<file path="src/rtl/twp_pkg.sv">
// Package: shared constants and helpers for the write-twice disable register.
// Assumes the global disable bit sits at register bit 0 and sub-units follow it.
package twp_pkg;

    // Register bit that holds the global disable.
    localparam int unsigned GLB_BIT = 0;

    // Register bit index of sub-unit k's disable.
    function automatic int unsigned unit_bit(input int unsigned k);
        return k + 1;
    endfunction

    // Number of register bits used for a given number of sub-units.
    function automatic int unsigned reg_bits(input int unsigned units);
        return units + 1;
    endfunction

endpackage

</file>
<file path="src/rtl/twp_addr_dec.sv">
// Module: twp_addr_dec
// Decodes the bus address against the single register address. It produces a
// write-hit qualifier and a read-hit qualifier.
// Assumes: wr_en is a single-cycle strobe; reads are combinational.
module twp_addr_dec #(
    parameter int unsigned ADDR_W   = 8,
    parameter logic [ADDR_W-1:0] REG_ADDR = '0
) (
    input  logic              wr_en,
    input  logic [ADDR_W-1:0] addr,
    output logic              wr_hit,
    output logic              rd_hit
);

    // Compare the address once and qualify it with the write strobe.
    always_comb begin
        rd_hit = (addr == REG_ADDR);
        wr_hit = wr_en && rd_hit;
    end

endmodule

</file>
<file path="src/rtl/twp_arm_cell.sv">
// Module: twp_arm_cell
// One protected disable bit. It has a one-bit arm flag that records the first
// write of 1. The second addressed write of 1 sets the bit. An addressed write
// of 0 clears both the bit and the arm flag.
// Assumes: wr_hit is high only for writes to this register.
module twp_arm_cell (
    input  logic clk,
    input  logic rst_n,
    input  logic wr_hit,
    input  logic wbit,
    output logic dis_q,
    output logic pend_q
);

    // Advance the write-twice sequence on each addressed write.
    always_ff @(posedge clk) begin
        if (!rst_n) begin
            dis_q  <= 1'b0;
            pend_q <= 1'b0;
        end else if (wr_hit) begin
            if (!wbit) begin
                dis_q  <= 1'b0;
                pend_q <= 1'b0;
            end else if (!dis_q) begin
                if (pend_q) begin
                    dis_q  <= 1'b1;
                    pend_q <= 1'b0;
                end else begin
                    pend_q <= 1'b1;
                end
            end
        end
    end

endmodule

</file>
<file path="src/rtl/twp_out_map.sv">
// Module: twp_out_map
// Derives the per-sub-unit active-low enables from the registered disable
// bits. Either the sub-unit's own bit or the global bit shuts the sub-unit down.
// Assumes: bit GLB_BIT is the global disable; sub-unit k sits at unit_bit(k).
module twp_out_map
    import twp_pkg::*;
#(
    parameter int unsigned NUM_UNITS = 4,
    localparam int unsigned NB = NUM_UNITS + 1
) (
    input  logic [NB-1:0]        dis_q,
    output logic                 glb_dis,
    output logic                 glb_csr_en_n,
    output logic [NUM_UNITS-1:0] unit_dis,
    output logic [NUM_UNITS-1:0] unit_en_n,
    output logic [NUM_UNITS-1:0] unit_csr_en_n
);

    // Global outputs come straight from the global bit.
    always_comb begin
        glb_dis      = dis_q[GLB_BIT];
        glb_csr_en_n = dis_q[GLB_BIT];
    end

    // Per-sub-unit enables combine the sub-unit's bit with the global bit.
    for (genvar k = 0; k < NUM_UNITS; k++) begin : g_unit
        always_comb begin
            unit_dis[k]      = dis_q[unit_bit(k)];
            unit_en_n[k]     = dis_q[unit_bit(k)] | dis_q[GLB_BIT];
            unit_csr_en_n[k] = dis_q[unit_bit(k)] | dis_q[GLB_BIT];
        end
    end

endmodule

</file>
<file path="src/rtl/twp_disable_reg.sv">
// Module: twp_disable_reg (top)
// Write-twice protected disable register for a timestamp engine and its
// sub-units. Each bit has its own arm cell. Reads return only the disable bits.
// Assumes: DATA_W > NUM_UNITS + 1; single-cycle write strobe; sync reset.
module twp_disable_reg
    import twp_pkg::*;
#(
    parameter int unsigned NUM_UNITS = 4,
    parameter int unsigned ADDR_W    = 8,
    parameter int unsigned DATA_W    = 32,
    parameter logic [ADDR_W-1:0] REG_ADDR = 8'h24
) (
    input  logic                 clk,
    input  logic                 rst_n,
    input  logic                 wr_en,
    input  logic [ADDR_W-1:0]    addr,
    input  logic [DATA_W-1:0]    wr_data,
    output logic [DATA_W-1:0]    rd_data,
    output logic                 glb_dis_o,
    output logic                 glb_csr_en_n_o,
    output logic [NUM_UNITS-1:0] unit_dis_o,
    output logic [NUM_UNITS-1:0] unit_en_n_o,
    output logic [NUM_UNITS-1:0] unit_csr_en_n_o
);

    localparam int unsigned NB = reg_bits(NUM_UNITS);

    logic          wr_hit;
    logic          rd_hit;
    logic [NB-1:0] dis_q;
    logic [NB-1:0] pend_q;
    logic          unused_hi;

    // Upper write-data bits carry no control.
    assign unused_hi = ^wr_data[DATA_W-1:NB];

    twp_addr_dec #(
        .ADDR_W   (ADDR_W),
        .REG_ADDR (REG_ADDR)
    ) u_dec (
        .wr_en  (wr_en),
        .addr   (addr),
        .wr_hit (wr_hit),
        .rd_hit (rd_hit)
    );

    for (genvar b = 0; b < NB; b++) begin : g_bit
        twp_arm_cell u_cell (
            .clk    (clk),
            .rst_n  (rst_n),
            .wr_hit (wr_hit),
            .wbit   (wr_data[b]),
            .dis_q  (dis_q[b]),
            .pend_q (pend_q[b])
        );
    end

    twp_out_map #(
        .NUM_UNITS (NUM_UNITS)
    ) u_map (
        .dis_q         (dis_q),
        .glb_dis       (glb_dis_o),
        .glb_csr_en_n  (glb_csr_en_n_o),
        .unit_dis      (unit_dis_o),
        .unit_en_n     (unit_en_n_o),
        .unit_csr_en_n (unit_csr_en_n_o)
    );

    // Read mux: disable bits only at the register address, zero elsewhere.
    always_comb begin
        rd_data = '0;
        if (rd_hit) rd_data[NB-1:0] = dis_q;
    end

endmodule

</file>
<file path="config.mk">
export PLATFORM = sky130hd
export DESIGN_NAME = twp_disable_reg
export DESIGN_NICKNAME = d
export VERILOG_FILES = /design/src/rtl/twp_pkg.sv /design/src/rtl/twp_addr_dec.sv /design/src/rtl/twp_arm_cell.sv /design/src/rtl/twp_out_map.sv /design/src/rtl/twp_disable_reg.sv
export SDC_FILE = /design/constraint.sdc
export NUM_CORES = 1
export LEC_CHECK = 0
export ABC_AREA = 1
export CORE_MARGIN = 5
export CORE_UTILIZATION = 60
export CTS_CLUSTER_DIAMETER = 30
export DETAILED_ROUTE_END_ITERATION = 12
export DONT_BUFFER_PORTS = 1
export PLACE_DENSITY = 0.74
export SYNTH_ARGS = -nofsm -noshare
export SYNTH_HDL_FRONTEND = slang
export SYNTH_SLANG_ARGS = --single-unit
</file>
<file path="constraint.sdc">
create_clock -name clk -period 2.1 [get_ports clk]
set_input_delay 0.105 -clock clk [delete_from_list [all_inputs] [get_ports clk]]
set_output_delay 0.105 -clock clk [all_outputs]
set_load 0.05 [all_outputs]
</file>
==> flow_summary.toml, run 1 <==
[logic_synthesis]
synth-seq-cells = 10
yosysMostFrequentCell = "buf_4"
yosys.area.top_type = "buf_4"
synth_area_leaders = "buf_4, dfxtp_1, nand2_1"
syn_avg_cell_area_um2 = 6.27
netlist_instances = 139
synth.distinct_cells = 14
ys_seq_area_share_pct = 23.0
yosys_warnings = 0
yosysTopAreaCellShare_pct = 31.0
synthArstFlopShare_pct = 0
synth-edff-count = 0
yosys-top-cells-count = "buf_4, nand2_1, nor2_1"
syn_area_um2 = 871
synthFlopType = "dfxtp_1"

[clocking]
clkLatencyLatePin_ns = 0.27
numClockSinks = 10
cts_buffers = 3
clk_path_buf_depth = 2
cts_tree = "done"
cts_root_buffer = "clkbuf_4"
cts.clk_slew.worst_paths_ns = 0.07
htree_levels = 1

[detailed_routing]
first_pass_iters = 4
wire_per_inst_um = 11.2
vias = 755
postRouteAntennaNets = 0
via_per_inst = 4.63
postRouteWirelength_um = 1820
drc = 0
drt_iter0_markers = 16

[job]
cap_viol_max_count = 0

[timing]
finalMaxSlewViolations = 0
finalSetupViolCount = 0
period_minus_slack_ns = 1.56
fin_crit_sh_pct = 74.2
rsz0062_at_grt = "false"
finalSetupTns_ns = 0
max_freq_ghz = 0.642
slew_headroom_pct = 62.0
max_slew.worst_pin.slew_ns = 0.569
hold_viol_final = 0
fin_skew_ns = 0.000149

[floorplanning]
die_w_um = 48.1
start_util_pct = 65.3
die_h_um = 48.1
die_area_mm2 = 0.00231
ios = 89
rows = 13
fp.coreArea_mm2 = 0.00133

[cells_and_area]
synthToLayoutAreaGrowth_pct = 4.17
fin_nets = 192
layout.cells.non_filler = 163
antenna_cells = 0
layout-drive-gt1-share_pct = 14.9
fin_area_um2 = 907

[worst_setup_path]
crit_path_start = "g_bit[3].u_cell.dis_q$_SDFFE_PN0P_"
critPathCaptureType = "output port"
r2r_start = "g_bit[3].u_cell.dis_q$_SDFFE_PN0P_"
crit_required_ns = 2.00
worstPathArrival_ns = 1.45
path_max_fanout = 4
critPathLaunchType = "flip-flop"
path_class = "flip-flop to output port"

[grt]
grt_pass1_vias = 637
grt_max_degree = 9
grt_use_met2_pct = 28.0
grt_pass1_wl_um = 2610
use_met1_pct = 17.6
antenna_found_initial = 0
grt_use_met3_pct = 7.01
grt_remaining_overflow = 0
grt_usage_pct = 16.7
grt.busiest_layer = "met2"

[min_path]
holdCritPathClass = "primary input to flip-flop"
hold_start = "wr_en"

[power]
total_power_mw = 0.497
vdd_drop_max_uv = 454
power.leakage_nw = 0.473
pwr_density_cell_mw_per_mm2 = 548

[placement]
dp_hpwl_um = 1460
portBuffers = 0
place_area_um2 = 851
globalplace.congestion = 0.811
dp.cells = 157

[outcome]
status = "finished clean"
-- cell type report --
class | count | area (µm²)
fill | 139 | 427
multi-input combinational | 99 | 414
sequential | 10 | 200
timing repair buffer | 17 | 170
inverter | 18 | 67.6
clock buffer | 4 | 36.3
tap | 15 | 18.8
-- logic make-up after synthesis --
kind of cell	count (synthesis)	synth area share [%]
buffers and inverters	56	40.7
DFF	10	23.0
other	1	0.431
AOI/OAI and AO/OA	10	6.03
and+or+nand+nor	62	29.9
-- sequential cells by signal (all words and copies together), names as in the netlist --
signal / flops
g_bit.u_cell.dis_q: 5
g_bit.u_cell.pend_q: 5
-- power by group --
group / switching (mW) / internal, mW / leakage, nW
Combinational: 0.117 / 0.00652 / 0.371
Clock: 0.0787 / 0.106 / 0.0210
Sequential: 0.000108 / 0.190 / 0.0805
Total: 0.196 / 0.302 / 0.473
-- metal layers --
| metal | vias up | part of all wire [%] |
|---|---|---|
| met3 | 4 | 14 |
| met4 | 0 | 2.3 |
| met5 | - | 0 |
| li1 | 372 | - |
| met1 | 334 | 34 |
| met2 | 45 | 49 |
-- worst max-delay path, stage by stage (launching register included) --
cell and delay [ns]:
dfxtp_1 0.69, inv_1 0.15, nor2_1 0.14, buf_4 0.21
-- placed cells by master (no fill, tap or decap) --
| master | instances |
|---|---|
| dfxtp_1 | 10 |
| clkbuf_8 | 1 |
| conb_1 | 27 |
| inv_1 | 18 |
| nand3_2 | 2 |
| nand4_1 | 1 |
| dlygate4sd3_1 | 2 |
| nand2_1 | 29 |
| nand3_1 | 8 |
| nor2_1 | 21 |
| a21oi_1 | 9 |
| buf_12 | 3 |
| buf_4 | 12 |
| clkbuf_4 | 3 |
| nor2_2 | 1 |
| o21a_1 | 1 |
-- what timing repair did --
item / in CTS / in global routing
gates resized for setup: 0 / 0
endpoints found under the hold margin: 10 / 0
setup buffers: 0 / 0
hold buffers: 2 / 0
-- worst paths after layout --
check | to | slack (ns) | cells after the start
hold / removal | g_bit[3].u_cell.pend_q$_SDFFE_PN0P_ | 0.02 | 3
hold reg to reg | g_bit[1].u_cell.dis_q$_SDFFE_PN0P_ | 0.47 | 2
setup / recovery | rd_data[3] | 0.54 | 3
setup reg to reg | g_bit[3].u_cell.dis_q$_SDFFE_PN0P_ | 0.82 | 4
-- metrics by stage --
step / hold WS (ns) / setup WS (ns) / util, %
global placement: 0.228 / 0.841 / 63.8
floorplan: 0.225 / 0.444 / -
finish: 0.0246 / 0.543 / 68.0
CTS: 0.0267 / 0.540 / 68.0
detailed placement: 0.233 / 0.830 / 63.8
global route: 0.0524 / 0.462 / 68.0
No activity file was read; power rests on OpenSTA's default activity.
==> run 2: changes to the inputs <==
- ABC_AREA: 1 -> 0
- CORE_UTILIZATION: 60 -> 55
- PLACE_DENSITY: 0.74 -> 0.71
- clock period: 2.1 -> 1.3 ns (I/O delays scaled with it)
==> flow_summary.toml, run 2 <==
[outcome]
status = "finished clean"

[timing]
period_minus_slack_ns = 1.22
hold_viol_final = 0
finalMaxSlewViolations = 0
finalSetupViolCount = 0
fin_skew_ns = 0.000525
hold_slack_ns = 0.0548
fin_crit_sh_pct = 94.0
max_freq_ghz = 0.818
rsz0062_at_grt = "false"

[cells_and_area]
postLayoutCoreUtil_pct = 70.6
layout-drive-gt1-share_pct = 25.2
reg_top3 = "g_bit.u_cell.dis_q (5), g_bit.u_cell.pend_q (5)"
fin_nets = 167
antenna_cells = 0
final_common_cell = "conb_1"
final_cell_mix = "conb_1, nand2_1, buf_4"
layout.cells.non_filler = 139
synthToLayoutAreaGrowth_pct = 18.8

[detailed_routing]
dr_wl_met3_um = 321
dr_wl_met2_um = 1070
vias = 791
drt-met1-wl_um = 719
top_layer = "met4"
first_pass_iters = 4
drt_iter0_markers = 14
postRouteWirelength_um = 2200
via_per_inst = 5.69
drc = 0
postRouteAntennaNets = 0
wire_per_inst_um = 15.8

[grt]
antenna_found_initial = 0
grt_pass1_wl_um = 3190
grt_remaining_overflow = 0
grt_pass1_vias = 755
grt_usage_pct = 16.2
grt_max_degree = 13

[power]
switching_power_mw = 0.323
cellInternalPower_mw = 0.506
p_sw_share_pct = 39.0
power.leakage_nw = 0.459
clkPwrFrac_pct = 35.3
pwr_density_cell_mw_per_mm2 = 752
p_seq_share_pct = 37.0
vdd_drop_max_uv = 670
comb_power_share_pct = 27.7

[worst_setup_path]
worstPathArrival_ns = 1.16
path_max_fanout = 6
critPathCaptureType = "output port"
path_class = "flip-flop to output port"
r2r_start = "g_bit[0].u_cell.dis_q$_SDFFE_PN0P_"
crit_required_ns = 1.24
crit_path_start = "g_bit[1].u_cell.dis_q$_SDFFE_PN0P_"
critPathLaunchType = "flip-flop"

[logic_synthesis]
yosysMostFrequentCell = "buf_4"
yosysTopAreaCellShare_pct = 29.1
ys_seq_area_share_pct = 21.6
synthArstFlopShare_pct = 0
syn_area_um2 = 927
yosys-top-cells-count = "buf_4, nand2_1, dfxtp_1"
syn_avg_cell_area_um2 = 8.51
synth_area_leaders = "buf_4, dfxtp_1, nand2_1"
netlist_instances = 109
yosys_warnings = 0
yosys.area.top_type = "buf_4"
synth-seq-cells = 10
synthFlopType = "dfxtp_1"
synth.distinct_cells = 22
synth-edff-count = 0

[placement]
portBuffers = 0
dp.cells = 129
dp_hpwl_um = 1600
globalplace.congestion = 0.750

[clocking]
cts_tree = "done"
cts_buffers = 3
clkLatencyLatePin_ns = 0.28
cts.clk_slew.worst_paths_ns = 0.08
post_cts_buffers = 0
clk_path_buf_depth = 2
numClockSinks = 10
cts_root_buffer = "clkbuf_4"
htree_levels = 1

[floorplanning]
ios = 89
fp.coreArea_mm2 = 0.00156
die_h_um = 51.1
start_util_pct = 59.5
die_w_um = 51.1
rows = 14
die_area_mm2 = 0.00261

[min_path]
hold_start = "wr_en"
holdCritPathClass = "primary input to flip-flop"

[job]
cap_viol_max_count = 0
==> run 2: changes by cell type after synthesis, moves of 4 or more <==
cell      delta
and3_1       +5
clkbuf_1     +4
nor2_1      -20
nand3_1      -7
nand2_1     -13
a21oi_1      -9
or2_2        +4
o221a_1      +5
inv_1       -17
nor3_1       +5
==> run 2: per-stage QoR <==
| stage | setup WS [ns] | setup TNS, ns | area (µm²) | power, mW |
|---|---|---|---|---|
| 6_report | 0.0781 | 0 | 1100 | 0.829 |
| 5_1_grt | 0.0235 | 0 | 1100 | 0.857 |
| 4_1_cts | 0.0692 | 0 | 1100 | 0.825 |
| 3_5_place_dp | -0.00992 | -0.0195 | 1000 | 0.516 |
| 3_3_place_gp | 0.0102 | 0 | 1000 | 0.515 |
| 2_1_floorplan | 0.0444 | 0 | 1030 | 0.580 |
==> run 2: what timing repair did <==
| item | in CTS | in global routing |
|---|---|---|
| endpoints found under the hold margin | 10 | 0 |
| hold buffers | 6 | 0 |
| gates resized for setup | 0 | 0 |
==> run 2: area by class of cell <==
class,instances,area (µm²)
multi-input cells,83,524
fillers,104,458
repair buffers,25,315
flip-flops and latches,10,201
clock buffers,4,36.3
well taps,16,20.0
inverters,1,3.75
==> run 2: worst paths after layout <==
| check | endpoint | slack, ns | depth (start not counted) |
|---|---|---|---|
| max | unit_csr_en_n_o[0] | 0.08 | 2 |
| min reg2reg | g_bit[0].u_cell.pend_q$_SDFFE_PN0P_ | 0.53 | 2 |
| min | g_bit[4].u_cell.pend_q$_SDFFE_PN0P_ | 0.05 | 2 |
| max reg2reg | g_bit[0].u_cell.pend_q$_SDFFE_PN0P_ | 0.18 | 3 |
==> run 2: worst max-delay path, cell delays in order (launching register included) <==
cell	delay, ns
dfxtp_1	0.37
or2_2	0.34
buf_12	0.17
==> run 2: power by group through the flow <==
stage	registers [mW]	clock network [mW]	logic, mW
floorplan	0.313	0	0.267
global placement	0.313	0	0.202
detailed placement	0.314	0	0.202
CTS	0.306	0.294	0.225
global route	0.306	0.313	0.237
finish	0.306	0.293	0.229
==> run 2: cells by family (layout without fill, tap and decap cells) <==
logic type / after synthesis / after routing / share of synthesized area (%)
flops: 10 / 10 / 21.6
compound gates: 15 / 15 / 19.0
simple gates: 41 / 41 / 26.6
other cells: 1 / 27 / 0.404
buf+inv: 42 / 30 / 32.4
==> run 2: metal layers <==
layer | vias to the layer above | global-route usage [%]
met5 | - | 0
met4 | 0 | 13.9
met3 | 11 | 4.07
met2 | 74 | 29.4
met1 | 349 | 15.0
li1 | 357 | -
